`src/rtl/bag_shaper.sv`:
```
module bag_shaper #(
  parameter int ID_W  = 8,
  parameter int LEN_W = 12,
  parameter int SEQ_W = 16,
  parameter int GAP_W = 13,
  parameter int DEPTH = 8
) (
  input  logic             clk,
  input  logic             rst_n,
  input  logic             tick,
  input  logic [GAP_W-1:0] gap_len,
  input  logic [LEN_W-1:0] min_len,
  input  logic [LEN_W-1:0] max_len,
  input  logic             in_valid,
  output logic             in_ready,
  input  logic [ID_W-1:0]  in_id,
  input  logic [LEN_W-1:0] in_len,
  input  logic [SEQ_W-1:0] in_seq,
  output logic             out_valid,
  input  logic             out_ready,
  output logic [ID_W-1:0]  out_id,
  output logic [LEN_W-1:0] out_len,
  output logic [SEQ_W-1:0] out_seq,
  output logic             len_err
);
  localparam int AW = (DEPTH > 1) ? $clog2(DEPTH) : 1;
  localparam int DW = ID_W + LEN_W + SEQ_W;
  localparam logic [AW:0]   FULL = (AW+1)'(DEPTH);
  localparam logic [AW-1:0] LAST = AW'(DEPTH - 1);

  logic [DW-1:0]    mem [DEPTH];
  logic [AW-1:0]    wr_ptr, rd_ptr;
  logic [AW:0]      count;
  logic [GAP_W-1:0] gcnt;
  logic             elig;

  wire             len_ok   = (in_len >= min_len) && (in_len <= max_len);
  wire             in_fire  = in_valid && in_ready;
  wire             wr_en    = in_fire && len_ok;
  wire             out_fire = out_valid && out_ready;
  wire [GAP_W:0]   gnext    = {1'b0, gcnt} + 1'b1;
  wire             expire   = tick && (gnext >= {1'b0, gap_len});

  assign in_ready  = (count != FULL);
  assign out_valid = elig && (count != '0);
  assign {out_id, out_len, out_seq} = mem[rd_ptr];

  always_ff @(posedge clk) begin
    if (!rst_n) begin
      gcnt <= '0;
      elig <= 1'b0;
    end else begin
      if (tick) gcnt <= expire ? '0 : gnext[GAP_W-1:0];
      if (expire)        elig <= 1'b1;
      else if (out_fire) elig <= 1'b0;
    end
  end

  always_ff @(posedge clk) begin
    if (wr_en) mem[wr_ptr] <= {in_id, in_len, in_seq};
  end

  always_ff @(posedge clk) begin
    if (!rst_n) begin
      wr_ptr  <= '0;
      rd_ptr  <= '0;
      count   <= '0;
      len_err <= 1'b0;
    end else begin
      if (wr_en)    wr_ptr <= (wr_ptr == LAST) ? '0 : wr_ptr + 1'b1;
      if (out_fire) rd_ptr <= (rd_ptr == LAST) ? '0 : rd_ptr + 1'b1;
      case ({wr_en, out_fire})
        2'b10:   count <= count + 1'b1;
        2'b01:   count <= count - 1'b1;
        default: count <= count;
      endcase
      if (in_fire && !len_ok) len_err <= 1'b1;
    end
  end

  assert_no_overflow_R7: assert property (@(posedge clk) disable iff (!rst_n)
    !in_ready |=> (count <= $past(count)));

  assert_err_sticky_R5: assert property (@(posedge clk) disable iff (!rst_n)
    len_err |=> len_err);

  assert_bad_len_flag_R5: assert property (@(posedge clk) disable iff (!rst_n)
    (in_fire && !len_ok) |=> len_err);

  assert_hold_out_R8: assert property (@(posedge clk) disable iff (!rst_n)
    (out_valid && !out_ready) |=> (out_valid && $stable({out_id, out_len, out_seq})));

  assert_one_per_gap_R3: assert property (@(posedge clk) disable iff (!rst_n)
    (out_fire && !expire) |=> !out_valid);
endmodule

```
`config.mk`:
```
export PLATFORM = sky130hd
export DESIGN_NAME = bag_shaper
export DESIGN_NICKNAME = d
export VERILOG_FILES = /design/src/rtl/bag_shaper.sv
export SDC_FILE = /design/constraint.sdc
export NUM_CORES = 1
export LEC_CHECK = 0
export BUFFER_PORTS_ARGS = -buffer_cell sky130_fd_sc_hd__buf_2
export CAP_MARGIN = 0
export CORE_UTILIZATION = 36
export DETAILED_ROUTE_END_ITERATION = 10
export GPL_TIMING_DRIVEN = 1
export PLACE_DENSITY = 0.51
export SLEW_MARGIN = 20
export SYNTH_ARGS = -nofsm -noshare
export SYNTH_HDL_FRONTEND = slang
export SYNTH_SLANG_ARGS = --single-unit
export TNS_END_PERCENT = 30
```
`constraint.sdc`:
```
create_clock -name clk -period 18.41 [get_ports clk]
set_input_delay 1.841 -clock clk [delete_from_list [all_inputs] [get_ports clk]]
set_output_delay 1.841 -clock clk [all_outputs]
set_load 0.01 [all_outputs]
```
; Word-level counts from Yosys, hierarchy flattened
; Memory sizes are Yosys's and may differ from the RTL's. A register that Yosys moved wholly into a read port is not among the register bits.
; Cells that the tools add are included.
[totals]
ram_bits = 288
n_memories = 1
reg_bits = 25
out_inout_bits = 39
romBits = 0
inputBits = 78
latchBits = 0
elab_cells = 41
[op_classes]
n_reduce_logical = 11
div_mod_pow = 0
mul = 0
bitwise_logic = 0
magnitude_cmp = 3
shifts = 0
n_eq_ne = 5
mux = 10
addsub = 5
[mem_list]
columns = memory, words, width, read_ports, rd_ports_with_merged_regs, wr, line
row1 = mem, 8, 36, 1, 1, 1, 31  ; logic [DW-1:0] mem [DEPTH];
[op_table]
columns = cell, count
row1 = $add 13x1->14 const B, 1
row2 = $ge 14x13->1, 1
row3 = $mux 13, 1
row4 = $ge 12x12->1, 1
row5 = $le 12x12->1, 1
row6 = $mux 3, 4
row7 = $pmux 4 s2, 1
row8 = $logic_and 1x1->1, 7
row9 = $add 3x1->3 const B, 2
row10 = $eq 3x3->1 const B, 2
row11 = $add 4x1->4 const B, 1
row12 = $mux 1, 4
row13 = $ne 4x4->1 const B, 1
row14 = $reduce_bool 2->1, 2
row15 = $reduce_bool 4->1, 1
row16 = $sub 4x1->4 const B, 1
row17 = $eq 2x1->1 const B, 1
row18 = $eq 2x2->1 const B, 1
row19 = $logic_not 1->1, 1

; Longest topological paths before layout
; Gate-level depths: netlist (run 1).
[depth]
depth_word = 5
mapped_depth = 15
ltp_nobuf = 14

; Worst setup path before layout (run 1)
; Ideal clock, no wire load.
[synth_timing]
path_kind = input -> register
start = input max_len[3]
end = memory mem[2][0] (netlist bit) (enable)
arrival_ns = 6.717
setup_slack_ns = 11.161
setup_time_ns = 0.532
path_stages = 9
cell_sequence = inv_1 -> ha_1 -> a21oi_1 -> a31oi_1 -> nor3_1 -> a311o_2 -> nand3_2 -> buf_6 -> nor4b_1
[synth_via]
elab_chain_cells = 5
[synth_rtl]
columns = item, line
row1 = from (decl), 13  ; input logic [LEN_W-1:0] max_len,
row2 = $le 12x12->1, 37  ; wire len_ok = (in_len >= min_len) && (in_len <= max_len);
row3 = $logic_and 1x1->1, 37
row4 = $logic_and 1x1->1, 39  ; wire wr_en = in_fire && len_ok;
row5 = $mux 1, 60  ; if (wr_en) mem[wr_ptr] <= {in_id, in_len, in_seq};
row6 = $mux 1 (not written as such), 60
row7 = to (decl), 31
; Every way passes these cells.

==> metrics.md, run 1 <==
| Metric | Value |
|---|---|
| Post-route setup TNS | `0 ns` |
| Final Max Slew Viols | `0` |
| Seq pwr share | `0.513` |
| Mean Syn Cell Area | `between 15 and 20 um^2` |
| Syn_nets | `840` |
| Internal power | `1241 uW` |
| Number of unique standard cell types used by synthesis | `52` |
| Finished Core Util | `0.4339` |
| First-pass GRT wire length | `42450 um` |
| Grt total ovfl | `0` |
| Finished Cell Area | `15580 um^2` |
| Count leader, synth | `edfxtp_1` |
| Fmax | `199.1 MHz` |
| RSZ-0062 raised after global routing | `false` |
| Worst setup EP type | `output port` |
| GRT Total Usage | `0.1493` |
| Slew HR | `0.4325` |
| Router iterations before antenna repair | `4` |
| Final period util | `0.2729` |
| Residual DRC | `0` |
| Die Footprint | `around 38000 um^2` |
| Starting DRT DRC Count | `about 330` |
| Core Rows | `69` |
| Run status | `finished, final reports clean` |
| Num CTS Buffers | `36` |
| Antenna-violating nets left | `0` |
| Filler cell count | `approximately 3200` |
| Layout area overhead | `17.50%` |
| Sw Pwr | `slightly above 300 uW` |
| Clock Path Buffers | `3` |
| Area leader, netlist | `edfxtp_1` |
| Critical path launch point type | `flip-flop` |
| Hold Path Class | `reg -> reg` |
| Detailed-route via count | `6713` |
| Synth async-reset ratio | `0` |
| Register area share after synthesis | `0.6943` |
| Number of flops mapped to enable cells by yosys | `288` |
| CP Max Fanout | `between 40 and 50` |
| Clock root buffer | `clkbuf_16` |
| Seq cells post-synth | `316` |
| Synth Instances | `about 720` |
| Clk pin slew, worst setup/hold paths | `~0.060 ns` |
| Min Tclk post-route | `roughly 5 ns` |
| Final setup viols | `0` |
| Top FF cell, synth | `edfxtp_1` |
| # diodes | `0` |
| Post-DP HPWL | `around 16000 um` |
| Clock share of power | `0.445` |
| Synthesis Warnings | `0` |
| Number of global-route vias before repair | `between 7000 and 8000` |
| Top cells by area, synth | `edfxtp_1 65%, mux4_2 12%, ha_1 4.2%` |
| # nets final | `about 1000` |
| Power share of the combinational group | `0.042` |
| CTS tree | `yes` |
| Routed wire per std cell | `~20 um` |
| Port Buffers | `~120` |
| Core area | `roughly 36000 um^2` |
| Worst vdd rail ir drop | `0.05189 mV` |
| Synth top area share | `0.6520` |
| Synth cell count leaders | `288 x edfxtp_1, 72 x mux4_2, 45 x ha_1` |
| Initial Util | `0.3693` |
| Min Hold Slack | `0.4872 ns` |
| Post-CTS setup buffer count | `0` |
| Via density | `4.991` |
| Largest net degree at the start of global routing | `52` |
| Critical Path RT | `approximately 17 ns` |
| Die H | `194.0 um` |
| Initial antenna violation count | `0` |
| Clock sinks | `316` |
| Layout cell share with drive strength beyond 1 | `0.3631` |
| CP Class | `reg -> out` |
| H-tree depth | `2` |
| Max-cap violations | `0` |
| Pwr Density | `99.51 nW/um^2` |
| CTS resizes | `0` |
| Worst-margin pin slew | `around 0.85 ns` |
| P_leak | `roughly 0.0054 uW` |
| Clk_lat worst skew | `around 0.5 ns` |
| Setup Skew | `0.01517 ns` |
| Total Wirelength | `between 20000 and 30000 um` |
| Sw Share | `0.1997` |
| Routability cong. | `just over 0.7` |
| Hold-fix buffers, CTS | `0` |
| Synthesized area | `between 10000 and 15000 um^2` |
| Placed inst area | `roughly 14000 um^2` |
| Die Span X | `194.0 um` |
| Critical path arrival | `approximately 3.2 ns` |
| Final Hold Fails | `0` |
| I/O Pins | `between 100 and 150` |
[final cells by class]
cell class | count | area (um^2) | share of cell area
timing repair buffer | 133 | 708.2 | 0.04544
inverter | 38 | 142.6 | 0.009152
tap | 461 | 576.8 | 0.03701
clock buffer | 46 | 959.7 | 0.06158
clock inverter | 17 | 175.2 | 0.01124
sequential | 316 | 9218 | 0.5914
multi-input combinational | 334 | 3805 | 0.2441
[metrics by stage]
stage / power, uW / cells / worst slack, ns
CTS: 1572 / 1345 / 13.23
global route: 1609 / 1345 / 13.08
global placement: 877.6 / 1282 / 13.38
detailed placement: 877.9 / 1282 / 13.26
floorplan: 845.3 / 717 / 11.16
finish: 1551 / 1345 / 13.39
[power by group through the flow]
| stage | Clock [uW] | Combinational (uW) | Sequential, uW |
|---|---|---|---|
| finish | 690 | 65.8 | 795 |
| floorplan | 0 | 34.8 | 811 |
| global route | 739 | 73.9 | 796 |
| detailed placement | 0 | 67.5 | 810 |
| CTS | 709 | 67.8 | 795 |
| global placement | 0 | 67.1 | 810 |
[worst paths after layout]
check                                          start                    to  slack [ns]  depth (start not counted)
worst min register to register  len_err$_SDFFE_PN0P_  len_err$_SDFFE_PN0P_        0.49                          2
worst max register to register  gcnt[0]$_SDFFE_PN0P_  gcnt[0]$_SDFFE_PN0P_       15.22                         10
worst max-delay path                       flip-flop            out_len[9]       13.39                          4
worst min-delay path            len_err$_SDFFE_PN0P_  len_err$_SDFFE_PN0P_        0.49                          2
[placed cells by master, fill, tap and decap left out, types with 17 or more instances in the layout]
cell and count:
ha_1 45, clkbuf_16 37, inv_1 38, xor2_1 20, buf_2 116, nand2_1 34
buf_4 17, dfxtp_1 25, mux4_2 72, edfxtp_1 288, mux2_2 36
[flip-flops by register name (all words and copies together), names as in the netlist, named ones only]
name / flops
rd_ptr: 3
mem: 288
len_err: 1
gcnt: 13
wr_ptr: 3
count: 4
elig: 1
[critical path, stage by stage, from the launching register on]
cell	delay [ns]
dfxtp_4	0.79
buf_4	0.80
mux4_2	0.59
mux2_2	0.32
buf_2	0.16
[cell families (layout without fill, tap and decap cells)]
kind of cell	Yosys count	count (layout)	share of synthesized area
adder cells (fa/ha/maj)	45	45	0.04245
buffers and inverters	67	234	0.02264
flip-flops	316	316	0.6943
XOR/XNOR	27	27	0.01783
AO/OA/AOI/OAI	41	41	0.02038
multiplexers	113	113	0.1566
AND/OR/NAND/NOR	108	108	0.04584
[routing by layer]
| metal | part of all wire | vias to the layer above | global-route usage |
|---|---|---|---|
| met5 | 0 | - | 0 |
| met4 | 0.014 | 0 | 0.03704 |
| met3 | 0.046 | 36 | 0.02731 |
| met2 | 0.48 | 148 | 0.2439 |
| met1 | 0.46 | 3407 | 0.2066 |
| li1 | - | 3122 | - |
Power figures use the tool's default switching activity.
==> run 2, diff against run 1 <==
- ABC_AREA: default -> 1
- clock period: 18.41 -> 5.1 ns (I/O delays scaled with it)
==> run 2 against run 1 <==
Effect of this change:
- synthesized area rose by 2.8%
- power rose to 3.6 times the previous value
- global-route usage is 1.5 points higher
- utilization is 0.60 points lower
- clock-buffer cell count decreased by 2
- clock power rose to 3.5 times the previous value
- flip-flop and latch count did not move
- sequential power rose to 3.6 times the previous value
- synthesized cell count is 69% higher
- setup slack got worse by 12 ns
==> metrics.md, run 2 <==
| Metric | Value |
|---|---|
| Top FF cell, synth | `edfxtp_1 (unchanged)` |
| Antenna-violating nets left | `0 (unchanged)` |
| Post-synthesis compound-gate area fraction | `0.1016 (was 0.02038)` |
| Mux contribution to synthesized area | `0.0007340 (was 0.1566)` |
| Initial Util | `0.3690 (was 0.3693)` |
| Critical path arrival | `2.85 ns (was 3.18 ns)` |
| Top cells by area, synth | `edfxtp_1 63%, nor2_1 8.0%, o21ai_0 5.0% (was edfxtp_1 65%, mux4_2 12%, ha_1 4.2%)` |
| Core Rows | `70 (was 69)` |
| Via density | `4.872 (was 4.991)` |
| Clk pin slew, worst setup/hold paths | `0.06 ns (about the same)` |
| Register area share after synthesis | `0.6753 (was 0.6943)` |
| Clk_lat worst skew | `0.50 ns (about the same)` |
| Routability cong. | `0.7913 (was 0.7206)` |
| Layout area overhead | `15.98% (was 17.50%)` |
| Area leader, netlist | `edfxtp_1 (unchanged)` |
| CP Class | `reg -> out (unchanged)` |
| Worst vdd rail ir drop | `0.1798 mV (was 0.05189 mV)` |
| Min Tclk post-route | `about 3.4 ns` |
| Post-route setup TNS | `0 ns (unchanged)` |
| Die Span X | `196.6 um (was 194.0 um)` |
| Clock sinks | `316 (unchanged)` |
| Starting DRT DRC Count | `564 (was 326)` |
| Post-synthesis xor/xnor area fraction | `0.006423 (was 0.01783)` |
| Synth cell count leaders | `292 x nor2_1, 288 x edfxtp_1, 135 x o21ai_0 (was 288 x edfxtp_1, 72 x mux4_2, 45 x ha_1)` |
| R2r endpoint | `mem[1][22]$_DFFE_PP_ (was gcnt[0]$_SDFFE_PN0P_)` |
| R2R setup slack | `2.49 ns (was 15.22 ns)` |
| Min Hold Slack | `0.2946 ns (was 0.4872 ns)` |
| Post-DP HPWL | `18570 um (was 16200 um)` |
| Crit path to | `out_len[7] (was out_len[9])` |
| # diodes | `0 (unchanged)` |
| Total Wirelength | `31360 um (was 27220 um)` |
| Worst Path Buf+Inv | `2 (unchanged)` |
| P_leak | `0.005962 uW (was 0.005397 uW)` |
| Final period util | `0.6595` |
| Largest net degree at the start of global routing | `145 (was 52)` |
| I/O Pins | `117 (unchanged)` |
| Final Max Slew Viols | `0 (unchanged)` |
| Detailed-route via count | `8984 (was 6713)` |
| Adder-cell share of the synthesized area | `0.04129 (was 0.04245)` |
| Number of flops mapped to enable cells by yosys | `288 (unchanged)` |
| Layout cell share with drive strength beyond 1 | `0.1537 (was 0.3631)` |
| Worst-margin pin slew | `1.049 ns (was 0.8513 ns)` |
| First-pass GRT wire length | `49730 um (was 42450 um)` |
| Most flops, register | `mem (unchanged)` |
| Post-Place Setup Slack | `1.630 ns (was 13.26 ns)` |
| Largest family of logic cells by synthesized area | `simple AND/OR/NAND/NOR gates (was multiplexers)` |
| Cell family with most CP delay | `buffers and inverters (unchanged)` |
| # nets final | `1444 (was 982)` |
| Port Buffers | `116 (unchanged)` |
| Crit path cell chain | `inv_6, nor2_1, o22ai_1, nor2_1, a31oi_1, buf_2 (was buf_4, mux4_2, mux2_2, buf_2)` |
| Post-CTS setup buffer count | `0 (unchanged)` |
| Synthesis Warnings | `0 (unchanged)` |
| Placed inst area | `14730 um^2 (was 14450 um^2)` |
| CTS resizes | `0 (unchanged)` |
| Pwr Density | `351.8 nW/um^2 (was 99.51 nW/um^2)` |
| GRT Total Usage | `0.1641 (was 0.1493)` |
| Syn_nets | `1335 (was 840)` |
| Filler cell count | `3577 (was 3190)` |
| Die H | `196.6 um (was 194.0 um)` |
| Hold-fix buffers, CTS | `0 (unchanged)` |
| Critical path launch point type | `flip-flop (unchanged)` |
| Reg2reg start | `count[0]$_SDFFE_PN0P_ (was gcnt[0]$_SDFFE_PN0P_)` |
| Mean Syn Cell Area | `11.25 um^2 (was 18.50 um^2)` |
| Synth async-reset ratio | `0 (unchanged)` |
| Largest registers | `mem x288, gcnt x13, count x4 (unchanged)` |
| Num CTS Buffers | `35 (was 36)` |
| Clock Path Buffers | `3 (unchanged)` |
| Finished Cell Area | `15820 um^2 (was 15580 um^2)` |
| R2R cell count | `9 (was 10)` |
| Final setup viols | `0 (unchanged)` |
| CP Max Fanout | `144 (was 41)` |
| Critical path depth | `6 (was 4)` |
| Synth top area share | `0.6342 (was 0.6520)` |
| Final Hold Fails | `0 (unchanged)` |
| Slew HR | `0.3009 (was 0.4325)` |
| Initial antenna violation count | `0 (unchanged)` |
| Residual DRC | `0 (unchanged)` |
| Final WS setup | `1.737 ns (was 13.39 ns)` |
| Finished Core Util | `0.4279 (was 0.4339)` |
| Number of unique standard cell types used by synthesis | `36 (was 52)` |
| Number of global-route vias before repair | `8923 (was 7112)` |
| Worst setup EP type | `output port (unchanged)` |
| Clock root buffer | `clkbuf_16 (unchanged)` |
| Largest stage delay, worst path | `0.81 ns (was 0.80 ns)` |
| Most common cell on crit path | `nor2_1` |
| Core area | `36960 um^2 (was 35910 um^2)` |
| Count leader, synth | `nor2_1 (was edfxtp_1)` |
| Setup Skew | `0.007843 ns (was 0.01517 ns)` |
| Max FFs per register | `288 (unchanged)` |
| Synthesized area | `13640 um^2 (was 13260 um^2)` |
| Seq cells post-synth | `316 (unchanged)` |
| Max stage delay cell, worst path | `inv_6 (was buf_4)` |
| Max-cap violations | `0 (unchanged)` |
| Hold Path Class | `in -> reg (was reg -> reg)` |
| Die Footprint | `38660 um^2 (was 37620 um^2)` |
| Most common cell after layout, fill and taps aside | `edfxtp_1 (unchanged)` |
| Critical Path RT | `4.59 ns (was 16.57 ns)` |
| Synth Instances | `1212 (was 717)` |
| Router iterations before antenna repair | `5 (was 4)` |
| CTS tree | `yes (unchanged)` |
| Routed wire per std cell | `17.01 um (was 20.24 um)` |
| Run status | `finished, final reports clean (unchanged)` |
| H-tree depth | `2 (unchanged)` |
| Fmax | `297.3 MHz` |
| Grt total ovfl | `0 (unchanged)` |
| Synth Area in Simple Gates | `0.1276 (was 0.04584)` |
| Most frequent cells in the layout | `288 x edfxtp_1, 284 x nor2_1, 135 x o21ai_0 (was 288 x edfxtp_1, 116 x buf_2, 72 x mux4_2)` |
| RSZ-0062 raised after global routing | `false (unchanged)` |
==> run 2: cell families (layout without fill, tap and decap cells) <==
| logic type | after synthesis | after routing |
|---|---|---|
| mux | 1 | 1 |
| simple gates | 435 | 435 |
| fa+ha+maj | 45 | 45 |
| compound gates | 256 | 256 |
| flops | 316 | 316 |
| buf+inv | 149 | 277 |
| xor+xnor | 10 | 10 |
==> run 2: layer usage <==
metal,part of all wire,global-route usage,wire length (um)
met3,0.043,0.03097,1340
met4,0.017,0.04106,535
met2,0.46,0.2619,14300
met1,0.48,0.2304,15190
met5,0,0,0
==> run 2: final cells by class <==
class | instances | area [um^2] | share of cell area
Timing Repair Buffer | 129 | 690.7 | 0.04367
Clock inverter | 12 | 131.4 | 0.008306
Sequential cell | 316 | 9214 | 0.5825
Clock buffer | 44 | 952.2 | 0.06020
Tap cell | 504 | 630.6 | 0.03987
Inverter | 92 | 351.6 | 0.02223
Multi-Input combinational cell | 747 | 3846 | 0.2432
==> run 2: worst min path at each step <==
stage / cells after the start / slack [ns] / start / endpoint
2_1_floorplan: 2 / 0.44 / elig$_SDFFE_PN0P_ / elig$_SDFFE_PN0P_
3_3_place_gp: 2 / 0.46 / elig$_SDFFE_PN0P_ / elig$_SDFFE_PN0P_
3_5_place_dp: 2 / 0.46 / elig$_SDFFE_PN0P_ / elig$_SDFFE_PN0P_
4_1_cts: 1 / 0.28 / in_id[2] / mem[2][30]$_DFFE_PP_
5_1_grt: 1 / 0.29 / in_id[3] / mem[5][31]$_DFFE_PP_
6_report: 1 / 0.29 / in_id[2] / mem[2][30]$_DFFE_PP_
==> run 2: worst register-to-register path: cells and delay by family (launching register included) <==
kind / cells / cell delay, ns
buffers and inverters: 3 / 0.58
flip-flops: 1 / 0.42
AND/OR/NAND/NOR: 6 / 1.30
==> run 2: power by group <==
group          total (uW)  leakage [uW]  internal [uW]  switching (uW)
clock network        2410      0.000526           1460             952
logic                 271       0.00261           93.6             178
registers            2880       0.00282           2860            15.8
total                5560       0.00596           4420            1150
==> run 2: stage by stage <==
stage               power [uW]  std cells
global route              5764       1844
global placement          3205       1787
finish                    5564       1844
CTS                       5625       1844
detailed placement        3210       1788
floorplan                 3081       1212
